[src/rtl/uart_irq_pkg.sv]
package uart_irq_pkg;

    // Deferred receive-interrupt sequencer
    typedef enum logic [1:0] {
        DLY_IDLE = 2'd0,
        DLY_WAIT = 2'd1,
        DLY_FIRE = 2'd2
    } dly_state_t;

    // Output pulse stage
    typedef enum logic {
        IRQ_QUIET = 1'b0,
        IRQ_PULSE = 1'b1
    } irq_state_t;

    // Source slots in the merge vector
    localparam int SRC_RX_NOW = 0;
    localparam int SRC_TX     = 1;
    localparam int SRC_SH     = 2;
    localparam int SRC_BRK    = 3;
    localparam int SRC_RXF    = 4;
    localparam int SRC_TXF    = 5;
    localparam int SRC_DLY    = 6;
    localparam int NSRC       = 7;

endpackage

[src/rtl/uart_irq_dly.sv]
module uart_irq_dly
    import uart_irq_pkg::*;
#(
    parameter int CLEN_W = 4
) (
    input  logic              clk,
    input  logic              rst_n,
    input  logic              arm_ok,
    input  logic              dly_on,
    input  logic              rx_char,
    input  logic              bit_tick,
    input  logic [CLEN_W-1:0] char_bits,
    output logic              fire
);

    // Wide enough for 4*(2^CLEN_W-1)+4
    localparam int CNT_W = CLEN_W + 3;

    dly_state_t       state_q, state_d;
    logic [CNT_W-1:0] cnt_q, cnt_d;
    logic [CNT_W-1:0] last_tick;
    logic             start;

    // Terminal count minus one: 4*bits + 3
    assign last_tick = CNT_W'({1'b0, char_bits, 2'b00}) + CNT_W'(3);
    assign start     = rx_char && arm_ok && dly_on;

    always_ff @(posedge clk or negedge rst_n) begin
        if (!rst_n) begin
            state_q <= DLY_IDLE;
            cnt_q   <= '0;
        end else begin
            state_q <= state_d;
            cnt_q   <= cnt_d;
        end
    end

    always_comb begin
        state_d = state_q;
        cnt_d   = cnt_q;
        unique case (state_q)
            DLY_IDLE, DLY_FIRE: begin
                if (start) begin
                    state_d = DLY_WAIT;
                    cnt_d   = '0;
                end else begin
                    state_d = DLY_IDLE;
                end
            end
            DLY_WAIT: begin
                if (!arm_ok) begin
                    state_d = DLY_IDLE;
                end else if (rx_char) begin
                    cnt_d = '0;
                end else if (bit_tick) begin
                    if (cnt_q == last_tick) begin
                        state_d = DLY_FIRE;
                    end else begin
                        cnt_d = cnt_q + CNT_W'(1);
                    end
                end
            end
            default: begin
                state_d = DLY_IDLE;
                cnt_d   = '0;
            end
        endcase
    end

    always_comb begin
        fire = (state_q == DLY_FIRE);
    end

endmodule

[src/rtl/uart_irq_gate.sv]
module uart_irq_gate #(
    parameter int N = 7
) (
    input  logic [N-1:0] ev,
    input  logic [N-1:0] en,
    output logic [N-1:0] hit
);

    for (genvar i = 0; i < N; i++) begin : g_slot
        assign hit[i] = ev[i] & en[i];
    end

endmodule

[src/rtl/uart_irq_merge.sv]
module uart_irq_merge
    import uart_irq_pkg::*;
#(
    parameter int N = 7
) (
    input  logic         clk,
    input  logic         rst_n,
    input  logic [N-1:0] hit,
    output logic         irq
);

    irq_state_t state_q, state_d;

    always_ff @(posedge clk or negedge rst_n) begin
        if (!rst_n) state_q <= IRQ_QUIET;
        else        state_q <= state_d;
    end

    always_comb begin
        unique case (state_q)
            IRQ_QUIET: state_d = (|hit) ? IRQ_PULSE : IRQ_QUIET;
            IRQ_PULSE: state_d = (|hit) ? IRQ_PULSE : IRQ_QUIET;
            default:   state_d = IRQ_QUIET;
        endcase
    end

    always_comb begin
        irq = (state_q == IRQ_PULSE);
    end

endmodule

[src/rtl/uart_irq_gen.sv]
module uart_irq_gen
    import uart_irq_pkg::*;
#(
    parameter int CLEN_W = 4
) (
    input  logic              clk,
    input  logic              rst_n,
    input  logic              rx_en,
    input  logic              rx_ie,
    input  logic              dly_ie,
    input  logic              tx_ie,
    input  logic              sh_ie,
    input  logic              brk_ie,
    input  logic              rxf_ie,
    input  logic              txf_ie,
    input  logic              ev_rx_char,
    input  logic              ev_tx_char,
    input  logic              ev_sh_empty,
    input  logic              ev_brk,
    input  logic              ev_rxf_lvl,
    input  logic              ev_txf_lvl,
    input  logic              bit_tick,
    input  logic [CLEN_W-1:0] char_bits,
    output logic              irq
);

    logic            dly_fire;
    logic            rx_arm_ok;
    logic [NSRC-1:0] src_ev;
    logic [NSRC-1:0] src_en;
    logic [NSRC-1:0] src_hit;

    assign rx_arm_ok = rx_en && rx_ie;

    uart_irq_dly #(.CLEN_W(CLEN_W)) u_dly (
        .clk       (clk),
        .rst_n     (rst_n),
        .arm_ok    (rx_arm_ok),
        .dly_on    (dly_ie),
        .rx_char   (ev_rx_char),
        .bit_tick  (bit_tick),
        .char_bits (char_bits),
        .fire      (dly_fire)
    );

    always_comb begin
        src_ev             = '0;
        src_en             = '0;
        src_ev[SRC_RX_NOW] = ev_rx_char && rx_en;
        src_en[SRC_RX_NOW] = rx_ie && !dly_ie;
        src_ev[SRC_TX]     = ev_tx_char;
        src_en[SRC_TX]     = tx_ie;
        src_ev[SRC_SH]     = ev_sh_empty;
        src_en[SRC_SH]     = sh_ie;
        src_ev[SRC_BRK]    = ev_brk;
        src_en[SRC_BRK]    = brk_ie;
        src_ev[SRC_RXF]    = ev_rxf_lvl;
        src_en[SRC_RXF]    = rxf_ie;
        src_ev[SRC_TXF]    = ev_txf_lvl;
        src_en[SRC_TXF]    = txf_ie;
        src_ev[SRC_DLY]    = dly_fire;
        src_en[SRC_DLY]    = 1'b1;
    end

    uart_irq_gate #(.N(NSRC)) u_gate (
        .ev  (src_ev),
        .en  (src_en),
        .hit (src_hit)
    );

    uart_irq_merge #(.N(NSRC)) u_merge (
        .clk   (clk),
        .rst_n (rst_n),
        .hit   (src_hit),
        .irq   (irq)
    );

endmodule

[config.mk]
export PLATFORM = sky130hd
export DESIGN_NAME = uart_irq_gen
export DESIGN_NICKNAME = d
export VERILOG_FILES = /design/src/rtl/uart_irq_pkg.sv /design/src/rtl/uart_irq_dly.sv /design/src/rtl/uart_irq_gate.sv /design/src/rtl/uart_irq_merge.sv /design/src/rtl/uart_irq_gen.sv
export SDC_FILE = /design/constraint.sdc
export NUM_CORES = 1
export LEC_CHECK = 0
export ABC_AREA = 1
export BUFFER_PORTS_ARGS = -buffer_cell sky130_fd_sc_hd__buf_2
export CORE_MARGIN = 2
export CORE_UTILIZATION = 30
export DETAILED_ROUTE_END_ITERATION = 12
export PLACE_DENSITY = 0.54
export SYNTH_ARGS = -nofsm -noshare
export SYNTH_HDL_FRONTEND = slang
export SYNTH_SLANG_ARGS = --single-unit
[constraint.sdc]
create_clock -name clk -period 3.5 [get_ports clk]
set_clock_uncertainty 0.05 [all_clocks]
set_input_delay 0.35 -clock clk [delete_from_list [all_inputs] [get_ports clk]]
set_output_delay 0.35 -clock clk [all_outputs]
set_load 0.05 [all_outputs]
### Word level (Yosys, flattened, before mapping)

Index checks and enable logic that the tools add are counted.
W data, S select, Z words.

| cells by class | value |
|---|---|
| add/subtract/negate cells | 2 |
| multiply operators | 0 |
| divide/modulo/power cells | 0 |
| magnitude comparators | 0 |
| eq/ne operators | 10 |
| shift-type cells | 0 |
| multiplexer cells | 13 |
| bitwise logic cells | 6 |
| reduce and logical (&&, ||, !) cells | 11 |

Operators with widths:

| cell | count |
|---|---|
| $mux W7 | 5 |
| $ne A3 B3 Y1 const B | 5 |
| $pmux W7 S2 | 1 |
| $mux W2 | 4 |
| $add A6 B2 Y7 const B | 1 |
| $add A7 B1 Y7 const B | 1 |
| $eq A7 B7 Y1 | 1 |
| $reduce_or A7 Y1 | 1 |
| $and A1 B1 Y1 | 6 |
| $logic_and A1 B1 Y1 | 5 |
| $ne A2 B1 Y1 const B | 2 |
| $pmux W2 S2 | 1 |
| $reduce_and A4 Y1 | 1 |
| $reduce_and A3 Y1 | 1 |
| $eq A2 B1 Y1 const B | 1 |
| $eq A2 B2 Y1 const B | 1 |
| $logic_not A2 Y1 | 1 |
| $mux W1 | 2 |
| $reduce_or A2 Y1 | 1 |
| $logic_not A1 Y1 | 1 |

| word-level totals | value |
|---|---|
| bits in registers | 10 |
| latch bits | 0 |
| bits in writable memories | 0 |
| memory bits (read-only) | 0 |
| input port bits | 21 |
| output and inout port bits | 1 |
| logic and storage cells | 45 |
| memories kept | 0 |

### Logic depth before layout (Yosys ltp)

| logic depth | value |
|---|---|
| depth after elaboration | 7 |
| depth in mapped cells | 9 |
| depth with buffers taken out | 8 |

### By module

A second synthesis with hierarchy kept.

| second synthesis, totals | value |
|---|---|
| cell total of the unflattened synthesis | 133 |
| area, all modules | 828.3 um^2 |

Modules (own cells, without submodules):

| module | times used | cells an instance | area an instance (um^2) | seq. area each (um^2) |
|---|---|---|---|---|
| uart_irq_dly | 1 | 99 | 676.9 | 225.2 |
| uart_irq_merge | 1 | 13 | 70.1 | 25.0 |
| uart_irq_gate | 1 | 14 | 52.6 | 0.0 |
| uart_irq_gen | 1 | 7 | 28.8 | 0.0 |

### Worst setup path before layout

Ideal clock, no wire load.

| path | value |
|---|---|
| path kind | reg-to-reg |
| start point | register u_dly.cnt_q[0] |
| end point | register u_dly.cnt_q[5] |
| setup time | 0.065 ns |
| arrival | 1.258 ns |
| required time | 3.385 ns |
| slack | 2.127 ns |
| stages on the path, launching flop included | 8 |
| path buffers | 0 |
| clock period less this slack | 1.373 ns |
| cells stage by stage | dfrtp_1 -> ha_1 -> nand3_1 -> nor2_4 -> nand3_4 -> nand3_4 -> nand2_1 -> nand2_1 |

| on the way | value |
|---|---|
| cells in the longest elaborated chain, start to end | 6 |
| elaborated cells between the ends (all ways) | 9 |
| those cells by class | add/sub: 1; eq/ne: 2; mux: 5; reduce/logical: 1 |

RTL lines:

| element | line | source |
|---|---|---|
| from (decl) | uart_irq_dly.sv:20 | `logic [CNT_W-1:0] cnt_q, cnt_d;` |
| from (signal assigned) | uart_irq_dly.sv:34 | `cnt_q <= cnt_d;` |
| $add A7 B1 Y7 | uart_irq_dly.sv:59 | `cnt_d = cnt_q + CNT_W'(1);` |
| $mux W7 | uart_irq_dly.sv:56 | `if (cnt_q == last_tick) begin` |
| $mux W7 | uart_irq_dly.sv:55 | `end else if (bit_tick) begin` |
| $mux W7 | uart_irq_dly.sv:53 | `end else if (rx_char) begin` |
| $mux W7 | uart_irq_dly.sv:51 | `if (!arm_ok) begin` |
| $pmux W7 S2 | uart_irq_dly.sv:41 | `unique case (state_q)` |

Parallel ways exist; a longest one is shown, timed or not. The select of a mux whose other input is x is not followed.
A chain may end at the register's enable or synchronous reset.

### Worst setup path in the final report

Same ends and word-level chain as after synthesis.

==> flow_summary.toml <==
[outcome]
status = "finished clean"

[floorplan]
dieArea_sq_mm = 0.00294
io-pin-count = 22
die_h_um = 54.2
fp.coreArea_sq_mm = 0.00243
rows = 18
die_w_um = 54.2
initial_core_util_pct = 31.1

[global_routing]
busiest_layer = "met2"
grt_usage_pct = 14.1
grtUsageMet1_pct = 16.9
grt_antenna_before_repair = 0
grt_first_pass_wirelength_mm = 2.88
grt_pass1_vias = 677
grt_overflow = 0
grt_start_max_net_pins = 11
met2_usage_pct = 23.5
gr-usage-met3_pct = 4.37

[drt]
via_per_inst = 4.67
antenna_left = 0
drc = 0
num_vias = 756
dr.pass1.iters = 4
wl_per_cell_um = 10.5
dr.first_iter.drc_count = 8
wirelength_mm = 1.70

[clocking]
clk_pin_slew_worst_paths_ns = 0.07
clk_latency_ns = 0.26
cts_tree = "yes"
cts_root_buf = "clkbuf_4"
cts_buffers = 3
cts_resized = 0
post_cts_buffers = 0
cts_sinks = 10
cts_max_path_buffers = 2
htree_levels = 1

[sta]
setup_viol = 0
setup-tns-final_ns = 0
tightest_slew_ns = 0.336
maxSlewHeadroom_pct = 77.5
hold_viol_final = 0
fmax_mhz = 660
rsz0062_at_grt = "no"
period_needed_ns = 1.51
period_share_pct = 43.3
drv_slew = 0

[synth]
synth_commonest_cells = "nand2_1, nor2_1, dfrtp_1"
synthTopCellsByArea = "dfrtp_1, nand2_1, nand4_1"
synthFlopType = "dfrtp_1"
async_flop_share_pct = 100
synth.top_cell.area_share_pct = 33.1
synthesis.area_sq_um = 757
synth_cell_types = 22
syn-num-nets = 130
yosys_register_bits = 10
post-synth-top-count-cell = "nand2_1"
avgSynthCellArea_sq_um = 7.01
synth_edf_count = 0
yosysTopAreaCell = "dfrtp_1"
synthCells = 108
yosysSeqAreaShare_pct = 33.1
ys_warn_count = 0

[final_layout]
drive_gt1_share_pct = 29.5
final_util_pct = 37.9
antennaDiodeCount = 0
fillers = 262
syn2layout_area_growth_pct = 21.7
fin_nets = 156
final_cells = 162

[worst_setup_path]
crit_path_end_kind = "flip-flop"
startpoint_type = "flip-flop"
startpoint = "u_dly.cnt_q[0]"
arrival_ns = 1.66
path_max_fanout = 8
worstSetupPathType = "flip-flop to flip-flop"
timing.rr.start = "u_dly.cnt_q[0]"
worstPathRequired_ns = 3.64

[pwr]
power_frac_clock_pct = 32.9
irDropWorstVdd_v = 0.000168
p_sw_mw = 0.0611
p_per_area_mw_per_mm2 = 254
power.total_mw = 0.234
power_leakage_nw = 0.426
p_comb_share_pct = 16.2
p_int_mw = 0.173
pwr-share-seq_pct = 50.9
switching_share_pct = 26.1

[placement]
gp_congestion = 0.847
placedCellCount = 158
dpl.hpwl_mm = 1.42
portBuffers = 21

[min_path]
hold_class = "primary input to flip-flop"
holdCritStartpoint = "txf_ie"

[job]
max_cap_viol_count = 0
==> flip-flops by register name, indices dropped and copies added, names as in the netlist <==
name / cells
u_merge.irq: 1
u_dly.state_q: 2
u_dly.cnt_q: 7
==> routing by layer <==
metal / routed length (um) / up-vias / part of all wire (%)
met4: 0 / 0 / 0
met2: 829 / 20 / 49
met1: 776 / 327 / 46
met3: 98 / 0 / 5.8
met5: 0 / - / 0
li1: - / 409 / -
==> kinds of logic after synthesis <==
group,share of synthesized area [%]
AO/OA/AOI/OAI,7.44
XOR/XNOR,1.16
adder cells (fa/ha/maj),1.65
buffers and inverters,7.44
flip-flops,33.1
AND/OR/NAND/NOR,49.3
==> repair_timing <==
item,CTS,global route
endpoints found under the setup margin,0,0
hold buffers,1,0
endpoints found under the hold margin,10,0
==> power by group through the flow <==
stage	clock, mW	sequential, mW	combinational, mW
CTS	0.0810	0.119	0.0388
floorplan	0	0.125	0.0160
detailed placement	0	0.121	0.0378
global route	0.0880	0.119	0.0435
global placement	0	0.121	0.0373
finish	0.0769	0.119	0.0380
==> stage by stage <==
stage                     setup WS, ns  hold WS [ns]  cell area [sq um]
after floorplan                   2.13       0.00441                757
after global placement            2.02         0.177                888
after detailed placement          2.01         0.178                888
after CTS                         1.99         0.260                921
after global routing              1.84         0.266                921
final                             1.99         0.273                921
==> area by class of cell <==
type | instances | area (sq um) | share of cell area (%)
Sequential cell | 10 | 250 | 27.2
Inverter | 12 | 45.0 | 4.89
Tap cell | 30 | 37.5 | 4.08
Clock buffer | 3 | 22.5 | 2.45
Multi-Input combinational cell | 85 | 450 | 48.9
Timing Repair Buffer | 22 | 115 | 12.5
==> layout by cell type (no fill, tap or decap), types with 2 or more instances in the layout <==
master / netlist / layout
nand2_1: 37 / 37
buf_2: 0 / 21
nor2_1: 12 / 12
dfrtp_1: 10 / 10
nand4_1: 9 / 9
inv_2: 6 / 6
inv_1: 6 / 6
nand3_1: 6 / 6
nor2_4: 3 / 3
a21oi_1: 3 / 3
clkbuf_4: 0 / 3
a221oi_1: 2 / 2
o21ai_1: 2 / 2
nand3_4: 2 / 2
==> worst paths after layout <==
kind                                    end  slack (ns)  cells after the start
max                          u_dly.cnt_q[5]        1.99                      7
min                             u_merge.irq        0.27                      3
max reg2reg                  u_dly.cnt_q[5]        1.99                      7
min reg2reg                  u_dly.cnt_q[1]        0.51                      2
max in group asynchronous  u_dly.state_q[0]        2.77                      2
min in group asynchronous    u_dly.cnt_q[2]        0.42                      2
==> critical path, stage by stage (launching register included) <==
cell	delay, ns
dfrtp_1	0.43
ha_1	0.29
nand3_1	0.15
nor2_4	0.16
nand3_4	0.13
nand3_4	0.12
nand2_1	0.06
nand2_1	0.06
(Power assumes the default switching activity.)
